==> src/rtl/hbt_pkg.sv <==
package hbt_pkg;
    localparam int HBT_NLINES = 2;
    localparam int HBT_NDMA   = 2;

    typedef enum logic [2:0] {
        ST_IDLE,
        ST_RD_ISSUE,
        ST_RD_WAIT,
        ST_RD_ACK,
        ST_WR_WAIT,
        ST_WR_ACK,
        ST_DONE
    } hbt_state_e;
endpackage

==> src/rtl/hbt_fsm.sv <==
module hbt_fsm
    import hbt_pkg::*;
#(
    parameter int AW = 8,
    parameter int DW = 16
) (
    input  logic          clk,
    input  logic          rst_n,
    input  logic          cs_n,
    input  logic          rd,
    input  logic [AW-1:0] addr,
    input  logic [DW-1:0] data_i,
    input  logic [DW-1:0] local_rdata,
    input  logic [DW-1:0] bank_rdata,
    input  logic          bank_rvalid,
    input  logic          bank_wready,
    output logic          ack_n,
    output logic          ack_oe,
    output logic [DW-1:0] data_o,
    output logic          data_oe,
    output logic          bank_rd,
    output logic          bank_wen,
    output logic          local_we,
    output logic [AW-1:0] addr_q,
    output logic [DW-1:0] wdata_q
);
    hbt_state_e state_q, state_d;
    logic       is_local;
    logic [DW-1:0] rdata_q;

    assign is_local = addr[AW-1];

    // next-state decision
    always_comb begin
        state_d = state_q;
        unique case (state_q)
            ST_IDLE: begin
                if (!cs_n) begin
                    if (rd) state_d = is_local ? ST_RD_ACK : ST_RD_ISSUE;
                    else    state_d = is_local ? ST_WR_ACK : ST_WR_WAIT;
                end
            end
            ST_RD_ISSUE: state_d = bank_rvalid ? ST_RD_ACK : ST_RD_WAIT;
            ST_RD_WAIT:  state_d = bank_rvalid ? ST_RD_ACK : ST_RD_WAIT;
            ST_RD_ACK:   state_d = ST_DONE;
            ST_WR_WAIT:  state_d = bank_wready ? ST_WR_ACK : ST_WR_WAIT;
            ST_WR_ACK:   state_d = ST_DONE;
            ST_DONE:     state_d = cs_n ? ST_IDLE : ST_DONE;
            default:     state_d = ST_IDLE;
        endcase
    end

    // state register
    always_ff @(posedge clk or negedge rst_n) begin
        if (!rst_n) state_q <= ST_IDLE;
        else        state_q <= state_d;
    end

    // state-decoded outputs
    always_comb begin
        ack_n   = 1'b1;
        data_oe = 1'b0;
        bank_rd = 1'b0;
        unique case (state_q)
            ST_RD_ISSUE: bank_rd = 1'b1;
            ST_RD_ACK: begin
                ack_n   = 1'b0;
                data_oe = 1'b1;
            end
            ST_WR_ACK:   ack_n = 1'b0;
            default: ;
        endcase
    end

    assign data_o = rdata_q;

    // acknowledge enable follows chip select on falling edges
    always_ff @(negedge clk or negedge rst_n) begin
        if (!rst_n) ack_oe <= 1'b0;
        else        ack_oe <= !cs_n;
    end

    // address, read data and write capture
    always_ff @(posedge clk or negedge rst_n) begin
        if (!rst_n) begin
            addr_q   <= '0;
            rdata_q  <= '0;
            wdata_q  <= '0;
            bank_wen <= 1'b0;
            local_we <= 1'b0;
        end else begin
            bank_wen <= 1'b0;
            local_we <= 1'b0;
            if (state_q == ST_IDLE && !cs_n) begin
                addr_q <= addr;
                if (rd && is_local) rdata_q <= local_rdata;
            end
            if ((state_q == ST_RD_ISSUE || state_q == ST_RD_WAIT) && bank_rvalid)
                rdata_q <= bank_rdata;
            if (state_q == ST_WR_ACK) begin
                wdata_q  <= data_i;
                bank_wen <= !addr_q[AW-1];
                local_we <= addr_q[AW-1];
            end
        end
    end
endmodule

==> src/rtl/hbt_irq_line.sv <==
module hbt_irq_line #(
    parameter int NSRC = 8
) (
    input  logic            clk,
    input  logic            rst_n,
    input  logic [NSRC-1:0] evt,
    input  logic            wr_status,
    input  logic            wr_mask,
    input  logic [NSRC-1:0] wdata,
    output logic [NSRC-1:0] status,
    output logic [NSRC-1:0] mask,
    output logic            irq_n
);
    logic [NSRC-1:0] clr;

    assign clr = wr_status ? wdata : '0;

    always_ff @(posedge clk or negedge rst_n) begin
        if (!rst_n) begin
            status <= '0;
            mask   <= '0;
            irq_n  <= 1'b1;
        end else begin
            status <= (status & ~clr) | evt;
            if (wr_mask) mask <= wdata;
            irq_n  <= ~|(status & mask);
        end
    end
endmodule

==> src/rtl/hbt_dma_chan.sv <==
module hbt_dma_chan (
    input  logic clk,
    input  logic rst_n,
    input  logic cond,
    input  logic gnt_n,
    output logic req_n
);
    always_ff @(posedge clk or negedge rst_n) begin
        if (!rst_n) req_n <= 1'b1;
        else        req_n <= ~(cond & gnt_n);
    end
endmodule

==> src/rtl/hostbus_target.sv <==
module hostbus_target
    import hbt_pkg::*;
#(
    parameter int AW   = 8,
    parameter int DW   = 16,
    parameter int NSRC = 8
) (
    input  logic                       clk,
    input  logic                       rst_n,
    input  logic                       hb_cs_n,
    input  logic                       hb_rd,
    input  logic [AW-1:0]              hb_addr,
    input  logic [DW-1:0]              hb_data_i,
    output logic [DW-1:0]              hb_data_o,
    output logic                       hb_data_oe,
    output logic                       hb_ack_n_o,
    output logic                       hb_ack_oe,
    input  logic [HBT_NDMA-1:0]        dma_gnt_n,
    output logic [HBT_NDMA-1:0]        dma_req_n,
    output logic [HBT_NLINES-1:0]      irq_n,
    input  logic                       dma_space,
    input  logic                       dma_pending,
    input  logic [HBT_NLINES*NSRC-1:0] irq_evt,
    output logic                       reg_rd,
    output logic                       reg_wen,
    output logic [AW-2:0]              reg_addr,
    output logic [DW-1:0]              reg_wdata,
    input  logic [DW-1:0]              reg_rdata,
    input  logic                       reg_rvalid,
    input  logic                       reg_wready
);
    localparam int PADW = DW - NSRC;

    logic [AW-1:0]   addr_q;
    logic [DW-1:0]   wdata_q;
    logic [DW-1:0]   local_rdata;
    logic            local_we;
    logic [NSRC-1:0] st_v [HBT_NLINES];
    logic [NSRC-1:0] mk_v [HBT_NLINES];
    logic [HBT_NDMA-1:0] dma_cond;

    hbt_fsm #(.AW(AW), .DW(DW)) u_fsm (
        .clk         (clk),
        .rst_n       (rst_n),
        .cs_n        (hb_cs_n),
        .rd          (hb_rd),
        .addr        (hb_addr),
        .data_i      (hb_data_i),
        .local_rdata (local_rdata),
        .bank_rdata  (reg_rdata),
        .bank_rvalid (reg_rvalid),
        .bank_wready (reg_wready),
        .ack_n       (hb_ack_n_o),
        .ack_oe      (hb_ack_oe),
        .data_o      (hb_data_o),
        .data_oe     (hb_data_oe),
        .bank_rd     (reg_rd),
        .bank_wen    (reg_wen),
        .local_we    (local_we),
        .addr_q      (addr_q),
        .wdata_q     (wdata_q)
    );

    assign reg_addr  = addr_q[AW-2:0];
    assign reg_wdata = wdata_q;

    // local window read mux on the live address: bit1 line, bit0 status/mask
    always_comb begin
        if (hb_addr[0]) local_rdata = {{PADW{1'b0}}, mk_v[hb_addr[1]]};
        else            local_rdata = {{PADW{1'b0}}, st_v[hb_addr[1]]};
    end

    generate
        for (genvar g = 0; g < HBT_NLINES; g++) begin : g_line
            logic sel;
            assign sel = local_we && (addr_q[1] == g[0]);
            hbt_irq_line #(.NSRC(NSRC)) u_line (
                .clk       (clk),
                .rst_n     (rst_n),
                .evt       (irq_evt[g*NSRC +: NSRC]),
                .wr_status (sel && !addr_q[0]),
                .wr_mask   (sel && addr_q[0]),
                .wdata     (wdata_q[NSRC-1:0]),
                .status    (st_v[g]),
                .mask      (mk_v[g]),
                .irq_n     (irq_n[g])
            );
        end
    endgenerate

    assign dma_cond = {dma_pending, dma_space};

    generate
        for (genvar c = 0; c < HBT_NDMA; c++) begin : g_dma
            hbt_dma_chan u_chan (
                .clk   (clk),
                .rst_n (rst_n),
                .cond  (dma_cond[c]),
                .gnt_n (dma_gnt_n[c]),
                .req_n (dma_req_n[c])
            );
        end
    endgenerate
endmodule

==> config.mk <==
export PLATFORM = sky130hd
export DESIGN_NAME = hostbus_target
export DESIGN_NICKNAME = d
export VERILOG_FILES = /design/src/rtl/hbt_pkg.sv /design/src/rtl/hbt_fsm.sv /design/src/rtl/hbt_irq_line.sv /design/src/rtl/hbt_dma_chan.sv /design/src/rtl/hostbus_target.sv
export SDC_FILE = /design/constraint.sdc
export NUM_CORES = 1
export LEC_CHECK = 0
export BUFFER_PORTS_ARGS = -buffer_cell sky130_fd_sc_hd__buf_2
export CAP_MARGIN = 20
export CORE_UTILIZATION = 50
export DETAILED_ROUTE_END_ITERATION = 16
export PLACE_DENSITY = 0.76
export SLEW_MARGIN = 40
export SYNTH_ARGS = -nofsm -noshare
export SYNTH_HDL_FRONTEND = slang
export SYNTH_SLANG_ARGS = --single-unit
==> constraint.sdc <==
create_clock -name clk -period 4.5 [get_ports clk]
set_input_delay 0.9 -clock clk [delete_from_list [all_inputs] [get_ports clk]]
set_output_delay 0.9 -clock clk [all_outputs]
set_load 0.05 [all_outputs]
# Yosys cells after proc, flatten, opt, wreduce, memory -nomap -nowiden
# Cells that the tools add are included.
# word_totals
mem_bits_rw	0
mem_bits_ro	0
register_bits	82
in_bits	66
output_inout_bits	48
latchBits	0
n_memories	0
# op_classes
n_reduce_logical	23
bitwise_logic	14
addsub	0
mux	25
n_shift	0
div	0
n_mul	0
magnitude_cmp	1
n_eq_ne	7
# ops
operator	n
8-bit 2-to-1 mux	9
16-bit 2-to-1 mux	3
8-bit AND	4
8-bit NOT	2
8-bit bitwise OR	2
8-bit OR reduction	2
3-bit case mux with 5 select lines	1
3-bit == test (second input constant)	3
1-bit logical AND	9
3-bit 2-to-1 mux	3
1-bit 2-to-1 mux	8
3-bit by 2-bit == test with 1-bit output (second input constant)	2
1-bit zero test	5
2-bit nonzero test	2
2-bit OR reduction	2
3-bit by 1-bit == test with 1-bit output (second input constant)	1
3-bit zero test	1
1-bit NOT	3
1-bit AND	2
2-bit >= comparator (second input constant)	1
2-bit 2-to-1 mux	1
2-bit inequality test (second input constant)	1
1-bit NOT with 2-bit output	1
2-bit AND reduction	1
1-bit logical OR	1

# Logic depth before layout (Yosys ltp)
# depth
word_depth	8
mapped_depth	6
depth_no_buf	3

# Hierarchy
# From an unflattened synthesis, not the netlist that was laid out.
# unflattened
cells_unflattened	307
hier_area_um2	3749.8
# by_module_without_submodules
mod	seq_area_each_um2	cells_each	n_inst	area_each_um2
hbt_fsm	1151.1	192	1	2074.5
hbt_irq_line	426.7	48	2	691.9
hostbus_target	0.0	15	1	231.5
hbt_dma_chan	26.3	2	2	30.0

==> flow_metrics.py <==
metrics = {
    "run_status": {
        "status": "finished clean",
    },
    "synthesis": {
        "async_reset_ff_share_pct": 100,
        "syn-instance-count": 287,
        "synth_area_leaders": "dfrtp_1, mux2_2, mux4_2, nand2_1, a21o_1",
        "synth_warnings": 0,
        "syn_avg_cell_area_sq_um": 12.5,
        "synth.distinct_cells": 37,
        "synth_flop_cell": "dfrtp_1",
        "ys_seq_area_share_pct": 57.4,
        "synth_edf_count": 0,
        "syn_area_sq_um": 3580,
        "synth-seq-cells": 82,
        "yosysTopAreaCell": "dfrtp_1",
        "syn_nets": 353,
        "synth_top_cell_area_share_pct": 53.8,
    },
    "timing": {
        "relSlewSlack_pct": 52.3,
        "tns_ps": 0,
        "tightest_slew_ps": 716,
        "clock_skew_ps": 11.9,
        "hold_viol_final": 0,
        "rsz0062_at_grt": "no",
        "finalSetupViolCount": 0,
        "fin_ws_ps": 389,
        "drv_slew": 0,
        "worst_hold_slack_ps": 430,
    },
    "worst_setup_path": {
        "cp_slowest_cell": "dfrtn_1",
        "path_cells": "buf_2",
        "worstPathArrival_ps": 3210,
        "crit_buf_inv": 1,
        "cp_max_fo": 1,
        "r2r_cells": 4,
        "end_kind": "primary output",
        "cpPeakStageDelay_ps": 380,
        "crit_path_end": "hb_ack_oe",
        "reg2reg_from": "u_fsm.state_q[2]",
        "setup.worst_path.class": "reg -> out",
        "worstReg2RegEnd": "u_fsm.data_o[13]",
        "crit_required_ps": 3600,
        "worstSetupStartpointType": "flip-flop",
        "reg2reg_slack_ps": 2520,
        "cp.depth": 1,
        "cp_top_family": "flip-flops",
        "startpoint": "u_fsm.ack_oe",
    },
    "grt": {
        "grt_pass1_wl_um": 12400,
        "track_usage_pct": 22.1,
        "antenna_found_initial": 0,
        "grt_overflow": 0,
        "grt_max_degree": 82,
        "grt_pass1_vias": 2516,
    },
    "power": {
        "p_int_mw": 1.74,
        "power_switching_mw": 1.49,
        "seqPwrFrac_pct": 36.5,
        "leakage_nw": 2.01,
        "power.density_nw_per_um2": 742,
        "p_sw_share_pct": 46.2,
        "clock_power_share_pct": 19.1,
        "ir_drop_uv": 398,
        "power.share.combinational_pct": 44.4,
    },
    "clock_tree": {
        "post_cts_resized": 0,
        "cts_buffers": 9,
        "clock_sinks": 82,
        "cts.clk_slew.worst_paths_ps": 90,
        "cts_tree": "done",
        "clock_latency_ps": 350,
        "cts_root_buf": "clkbuf_8",
        "cts_hold_buf": 0,
        "clockBufferDepth": 2,
        "htree_levels": 3,
        "postCtsSetupBuffers": 0,
    },
    "floorplanning": {
        "die-area_sq_um": 7510,
        "core_sq_um": 6870,
        "ios": 114,
        "die_w_um": 86.7,
        "rows": 30,
        "initial_core_util_pct": 52.2,
        "dieHeight_um": 86.7,
    },
    "final_layout": {
        "final_cell_mix": "buf_2, dfrtp_1, nand2_1",
        "n_antenna_cell": 0,
        "area_growth_pct": 21.5,
        "instances_no_fill": 489,
        "layout.cells.most_common": "buf_2",
        "drive_above_1_share_pct": 46.1,
        "finalNetCount": 454,
    },
    "routing": {
        "route.detailed.drc": 0,
        "wl_per_cell_um": 15.6,
        "dr_total_vias": 2657,
        "via_per_inst": 5.43,
        "routed_wl_um": 7630,
        "drt_iter0_drc": 177,
        "drtPass1Iterations": 4,
        "drt.antenna.violating_nets": 0,
    },
    "flow_run": {
        "max-cap-violations": 0,
    },
    "placed_design": {
        "place_congestion": 0.808,
        "pre_cts_slack_ps": 733,
        "dp_cells": 473,
        "dp_hpwl_um": 5280,
        "port_buffers": 113,
    },
    "worst_hold_path": {
        "hold_class": "reg -> reg",
    },
}
## worst min path at each step
stage	cells past startpoint	slack [ps]	end	from
final	1	430	u_fsm.bank_wen	u_fsm.addr_q[7]
after global routing	1	470	u_fsm.bank_wen	u_fsm.addr_q[7]
after CTS	1	430	u_fsm.bank_wen	u_fsm.addr_q[7]
after detailed placement	1	420	u_fsm.bank_wen	u_fsm.addr_q[7]
after global placement	1	420	u_fsm.bank_wen	u_fsm.addr_q[7]
after floorplan	1	400	u_fsm.bank_wen	u_fsm.addr_q[7]
## metrics by stage
step,total power [mW],util [%],instance area (sq um)
final,3.23,63.4,4350
after global routing,3.41,63.4,4350
after CTS,3.25,63.3,4350
after detailed placement,2.63,59.9,4120
after global placement,2.60,59.7,4100
after floorplan,2.35,-,3580
## cells in the mapped netlist (6+ instances only)
cell and n:
dfrtp_1 77, nand2_1 42, mux2_2 32, a21o_1 16, buf_4 13, nand3_1 10, o21ai_0 9, a22o_1 8
a22oi_1 8, a31oi_1 8, mux4_2 8, nor3_1 8, nor2_1 6
## power by group through the flow
stage / logic, mW / clock network (mW) / registers, mW
6_report: 1.44 / 0.616 / 1.18
5_1_grt: 1.53 / 0.662 / 1.22
4_1_cts: 1.44 / 0.625 / 1.18
3_5_place_dp: 1.44 / 0 / 1.19
3_3_place_gp: 1.42 / 0 / 1.18
2_1_floorplan: 0.711 / 0 / 1.64
## cell type report
type / instances / area [sq um]
timing repair buffer: 115 / 587
tap: 96 / 120
clock inverter: 6 / 93.8
sequential: 82 / 2060
inverter: 2 / 7.51
fill: 561 / 2510
multi-input combinational: 178 / 1350
clock buffer: 10 / 138
## logic make-up (layout without fill, tap and decap cells)
kind of cell / Yosys count / after routing / synth area share [%]
and+or+nand+nor: 80 / 80 / 11.2
buffers and inverters: 27 / 133 / 5.10
AOI/OAI and AO/OA: 57 / 57 / 11.0
xor gates and xnor gates: 1 / 1 / 0.244
DFF: 82 / 82 / 57.4
muxes: 40 / 40 / 15.1
## per-layer routing
metal / wire (um) / up-vias / GRT usage (%) / share of wire [%]
li1: - / 1225 / - / -
met1: 3410 / 1322 / 30.5 / 45
met2: 3580 / 102 / 33.9 / 47
met3: 521 / 8 / 5.90 / 6.8
met4: 123 / 0 / 8.18 / 1.6
met5: 0 / - / 0 / 0
## sequential cells by signal (all words and copies together) (netlist names)
signal,flops
u_fsm.state_q,3
u_fsm.wdata_q,16
g_line.u_line.irq_n,2
u_fsm.ack_oe,1
u_fsm.addr_q,8
g_dma.u_chan.req_n,2
u_fsm.bank_wen,1
u_fsm.data_o,16
g_line.u_line.mask,16
g_line.u_line.status,16
u_fsm.local_we,1
No activity file was read; power rests on OpenSTA's default activity.
